==> config.mk <==
export PLATFORM = sky130hd
export DESIGN_NAME = msi_irq_agg
export DESIGN_NICKNAME = d
export VERILOG_FILES = /design/src/rtl/msi_agg_pkg.sv /design/src/rtl/msi_agg_ctrl.sv /design/src/rtl/msi_agg_dp.sv /design/src/rtl/msi_irq_agg.sv
export SDC_FILE = /design/constraint.sdc
export NUM_CORES = 1
export LEC_CHECK = 0
export CELL_PAD_IN_SITES_DETAIL_PLACEMENT = 1
export CELL_PAD_IN_SITES_GLOBAL_PLACEMENT = 1
export CORE_MARGIN = 2
export CORE_UTILIZATION = 40
export CTS_BUF_LIST = sky130_fd_sc_hd__clkbuf_4
export DETAILED_ROUTE_END_ITERATION = 12
export PLACE_DENSITY_LB_ADDON = 0.08
export SETUP_SLACK_MARGIN = 0.3
export SLEW_MARGIN = 5
export SYNTH_ARGS = -nofsm -noshare
export SYNTH_HDL_FRONTEND = slang
export SYNTH_HIERARCHICAL = 1
export SYNTH_SLANG_ARGS = --single-unit
export TNS_END_PERCENT = 10
==> constraint.sdc <==
create_clock -name clk -period 3.2 [get_ports clk]
set_input_delay 0.48 -clock clk [delete_from_list [all_inputs] [get_ports clk]]
set_output_delay 0.48 -clock clk [all_outputs]
set_load 0.02 [all_outputs]
==> src/rtl/msi_agg_pkg.sv <==
package msi_agg_pkg;
  localparam int WORD_W   = 32;
  localparam int IDX_MAXW = 16;
  localparam int SEL_MAXW = 8;

  typedef struct packed {
    logic                setEn;
    logic [IDX_MAXW-1:0] setIdx;
    logic                clrEn;
    logic                enWrEn;
    logic [SEL_MAXW-1:0] wrWord;
    logic [WORD_W-1:0]   wrData;
    logic                rdValid;
    logic                rdEnBank;
    logic [SEL_MAXW-1:0] rdWord;
  } ctlStrobes_t;
endpackage

==> src/rtl/msi_agg_ctrl.sv <==
module msi_agg_ctrl
  import msi_agg_pkg::*;
#(
  parameter int          NUM_VEC       = 128,
  parameter int          ADDR_W        = 32,
  parameter int          REG_ADDR_W    = 8,
  parameter logic [31:0] DOORBELL_ADDR = 32'h0000_1000
) (
  input  logic                  clk,
  input  logic                  rst,
  input  logic                  dbValid,
  input  logic [ADDR_W-1:0]     dbAddr,
  input  logic [WORD_W-1:0]     dbData,
  input  logic                  regWrEn,
  input  logic [REG_ADDR_W-1:0] regAddr,
  input  logic [WORD_W-1:0]     regWrData,
  output ctlStrobes_t           ctl
);
  localparam int WORDS    = NUM_VEC / WORD_W;
  localparam int SEL_W    = (WORDS > 1) ? $clog2(WORDS) : 1;
  localparam int BANK_BIT = 2 + SEL_W;

  logic dbHit, vecOk, mapped, bankSel;
  logic [SEL_W-1:0] wordSel;

  assign dbHit   = dbValid && (dbAddr == DOORBELL_ADDR[ADDR_W-1:0]);
  assign vecOk   = (dbData < WORD_W'(NUM_VEC));
  assign mapped  = (regAddr >> (BANK_BIT + 1)) == '0;
  assign bankSel = regAddr[BANK_BIT];
  assign wordSel = regAddr[2 +: SEL_W];

  always_comb begin
    ctl          = '0;
    ctl.setEn    = dbHit && vecOk;
    ctl.setIdx   = IDX_MAXW'(dbData);
    ctl.clrEn    = regWrEn && mapped && !bankSel;
    ctl.enWrEn   = regWrEn && mapped && bankSel;
    ctl.wrWord   = SEL_MAXW'(wordSel);
    ctl.wrData   = regWrData;
    ctl.rdValid  = mapped;
    ctl.rdEnBank = bankSel;
    ctl.rdWord   = SEL_MAXW'(wordSel);
  end


  no_bad_vector_chk: assert property (@(posedge clk) disable iff (rst)
    (dbValid && dbData >= WORD_W'(NUM_VEC)) |-> !ctl.setEn);


  no_unmapped_write_chk: assert property (@(posedge clk) disable iff (rst)
    (regAddr >= REG_ADDR_W'(2 * WORDS * 4)) |-> !(ctl.clrEn || ctl.enWrEn));
endmodule

==> src/rtl/msi_agg_dp.sv <==
module msi_agg_dp
  import msi_agg_pkg::*;
#(
  parameter int NUM_VEC = 128
) (
  input  logic              clk,
  input  logic              rst,
  input  ctlStrobes_t       ctl,
  output logic [WORD_W-1:0] rdData,
  output logic              irqOut
);
  localparam int WORDS = NUM_VEC / WORD_W;
  localparam int SEL_W = (WORDS > 1) ? $clog2(WORDS) : 1;
  localparam int POS_W = $clog2(WORD_W);

  logic [WORD_W-1:0]  statusW [WORDS];
  logic [WORD_W-1:0]  enableW [WORDS];
  logic [WORDS-1:0]   activeW;
  logic [NUM_VEC-1:0] statusFlat;

  for (genvar w = 0; w < WORDS; w++) begin : g_word
    logic [WORD_W-1:0] stQ, enQ, setMask, clrMask;

    always_comb begin
      setMask = '0;
      if (ctl.setEn && (int'(ctl.setIdx >> POS_W) == w))
        setMask[ctl.setIdx[POS_W-1:0]] = 1'b1;
      clrMask = (ctl.clrEn && int'(ctl.wrWord) == w) ? ctl.wrData : '0;
    end

    always_ff @(posedge clk) begin
      if (rst) begin
        stQ <= '0;
        enQ <= '0;
      end else begin
        stQ <= (stQ & ~clrMask) | setMask;
        if (ctl.enWrEn && int'(ctl.wrWord) == w)
          enQ <= ctl.wrData;
      end
    end

    assign statusW[w]                    = stQ;
    assign enableW[w]                    = enQ;
    assign activeW[w]                    = |(stQ & enQ);
    assign statusFlat[w*WORD_W +: WORD_W] = stQ;
  end

  assign irqOut = |activeW;

  always_comb begin
    rdData = '0;
    if (ctl.rdValid)
      rdData = ctl.rdEnBank ? enableW[ctl.rdWord[SEL_W-1:0]]
                            : statusW[ctl.rdWord[SEL_W-1:0]];
  end


  set_lands_chk: assert property (@(posedge clk) disable iff (rst)
    ctl.setEn |=> statusFlat[$past(ctl.setIdx[$clog2(NUM_VEC)-1:0])]);


  one_new_bit_chk: assert property (@(posedge clk) disable iff (rst)
    $onehot0(statusFlat & ~$past(statusFlat)));


  irq_holds_chk: assert property (@(posedge clk) disable iff (rst)
    (irqOut && !ctl.clrEn && !ctl.enWrEn) |=> irqOut);


  reset_clear_chk: assert property (@(posedge clk)
    rst |=> (statusFlat == '0 && !irqOut));
endmodule

==> src/rtl/msi_irq_agg.sv <==
module msi_irq_agg
  import msi_agg_pkg::*;
#(
  parameter int          NUM_VEC       = 128,
  parameter int          ADDR_W        = 32,
  parameter int          REG_ADDR_W    = 8,
  parameter logic [31:0] DOORBELL_ADDR = 32'h0000_1000
) (
  input  logic                  clk,
  input  logic                  rst,
  input  logic                  dbValid,
  input  logic [ADDR_W-1:0]     dbAddr,
  input  logic [31:0]           dbData,
  input  logic                  regWrEn,
  input  logic [REG_ADDR_W-1:0] regAddr,
  input  logic [31:0]           regWrData,
  output logic [31:0]           regRdData,
  output logic                  irqOut
);
  ctlStrobes_t ctl;

  msi_agg_ctrl #(
    .NUM_VEC(NUM_VEC), .ADDR_W(ADDR_W), .REG_ADDR_W(REG_ADDR_W),
    .DOORBELL_ADDR(DOORBELL_ADDR)
  ) u_ctrl (
    .clk(clk), .rst(rst), .dbValid(dbValid), .dbAddr(dbAddr), .dbData(dbData),
    .regWrEn(regWrEn), .regAddr(regAddr), .regWrData(regWrData), .ctl(ctl)
  );

  msi_agg_dp #(.NUM_VEC(NUM_VEC)) u_dp (
    .clk(clk), .rst(rst), .ctl(ctl), .rdData(regRdData), .irqOut(irqOut)
  );
endmodule

==> results.toml <==
[critical_path]
required_ns = 2.72
endpoint_kind = "output pin"
critical_path_class = "in -> out"
cp_max_fo = 30
startpoint_type = "primary input"
arrival_ns = 2.49

[drt]
ant_nets = 0
dr.first_iter.drc_count = 1207
vias = 12000
wl_per_cell_um = 27.5
drc = 0
viasPerCell = 6.23
first_pass_iters = 5
wirelength_mm = 53.0

[floorplan]
rows = 65
die_area_mm2 = 0.0332
start_util_pct = 40.5
core_area_mm2 = 0.0314
io_pins = 141
die_h_um = 182
die-width_um = 182

[sta]
period_minus_slack_ns = 2.97
fin_skew_ns = 0
period_share_pct = 92.9
max_freq_mhz = 336
fin_setup_tns_ns = 0
slew_headroom_pct = 45.5
finalWorstSetupSlack_ns = 0.228
worstMarginPinSlew_ns = 0.817
drv_slew = 0
hold_viol = 0
setup_violations = 0
rsz0062_at_grt = "true"

[clock_tree]
clk_pin_slew_ns = 0.07
cts_buffer_depth = 3
tritoncts = "yes"
insertion_delay_ns = 0.72
cts.sinks = 256
htreeDepth = 3
ctsRootBufferMaster = "clkbuf_4"
cts_buffers = 74

[yosys]
synth-warning-count = 6
synth_area_per_cell_um2 = 9.10
synthCells = 1396
synthesis.area_mm2 = 0.0127

[flow_run]
drv_cap = 0

[global_routing]
grt_usage_pct = 31.7
grt_max_degree = 129
grt_first_pass_wirelength_mm = 78.4
grt_antenna_before_repair = 2
grt_pass1_vias = 12100
grt_overflow = 0

[power_and_ir_drop]
pwr_density_cell_mw_per_mm2 = 443
power.total_mw = 6.76
leakage_nw = 4.97
vdd_drop_max_mv = 0.225

[layout]
nFillCells = 3571
area_growth_pct = 20.3
final_cell_mix = "nand2_1 (390), dfxtp_1 (253), clkdlybuf4s50_1 (129), a32o_1 (128), a21oi_1 (128)"
mostFrequentLayoutCell = "nand2_1"
final_layout_size_suffix_gt1_share_pct = 18.8
final_area_mm2 = 0.0153
num-nets-final = 1585

[place]
dp_slack_ns = 0.0588
hpwl_mm = 35.0
gp_congestion = 0.886
place_area_mm2 = 0.0142
numPortBuffers = 138

[min_path]
hold_class = "reg -> reg"

[status]
status = "finished clean"
-- path summary, 6_finish.rpt --
| kind | from | to | slack, ns | cells after the start |
|---|---|---|---|---|
| min | u_dp/g_word[3].enQ[14]$_SDFFE_PP0P_ | u_dp/g_word[3].enQ[14]$_SDFFE_PP0P_ | 0.48 | 2 |
| max reg2reg | u_dp/g_word[0].enQ[5]$_SDFFE_PP0P_ | u_dp/g_word[0].enQ[5]$_SDFFE_PP0P_ | 2.41 | 2 |
| min reg2reg | u_dp/g_word[3].enQ[14]$_SDFFE_PP0P_ | u_dp/g_word[3].enQ[14]$_SDFFE_PP0P_ | 0.48 | 2 |
| max | regAddr[3] | regRdData[28] | 0.23 | 6 |
-- worst max-delay path, stage by stage --
cell             delay, ns
buf_4                 0.46
buf_4                 0.37
mux4_2                0.35
mux2i_1               0.19
nor2b_1               0.07
clkdlybuf4s50_1       0.53
-- metrics by stage --
stage | util (%) | hold slack, ns | instances
4_1_cts | 48.4 | 0.439 | 1925
6_report | 48.7 | 0.477 | 1927
3_3_place_gp | 45.2 | 0.458 | 1802
2_1_floorplan | - | 0.446 | 1401
5_1_grt | 48.7 | 0.500 | 1927
3_5_place_dp | 45.2 | 0.466 | 1802
-- power breakdown --
| part | total, mW | internal (mW) | switching [mW] |
|---|---|---|---|
| clock network | 3.13 | 1.66 | 1.47 |
| logic | 0.448 | 0.195 | 0.253 |
| registers | 3.19 | 3.19 | 0.000197 |
-- sequential cells by signal, indices dropped and copies added, names as in the netlist --
name	cells
u_dp/g_word.enQ	128
u_dp/g_word.stQ	128
-- cell type report --
class	instances	area (um2)	share of cell area, %
well taps	402	503	3.29
inverters	2	10.0	0.0655
multi-input cells	949	6760	44.2
diodes	1	2.50	0.0164
clock inverters	18	128	0.835
flip-flops and latches	256	5130	33.6
repair buffers	194	1960	12.8
clock buffers	105	788	5.16
-- layer usage --
metal	vias to the layer above	wire [um]	share of wire [%]	GRT usage [%]
met3	99	4070	7.7	4.95
met2	574	24000	45	50.3
li1	5242	-	-	-
met1	6089	23500	44	44.5
met4	2	1400	2.6	9.90
met5	-	7	0.013	0
-- timing repair --
item	in CTS	in global routing
endpoints found under the setup margin	32	27
buffers inserted	0	1
gates resized for setup	24	16
pin swaps	2	3
hold buffers	0	0
No activity file was read; power rests on OpenSTA's default activity.
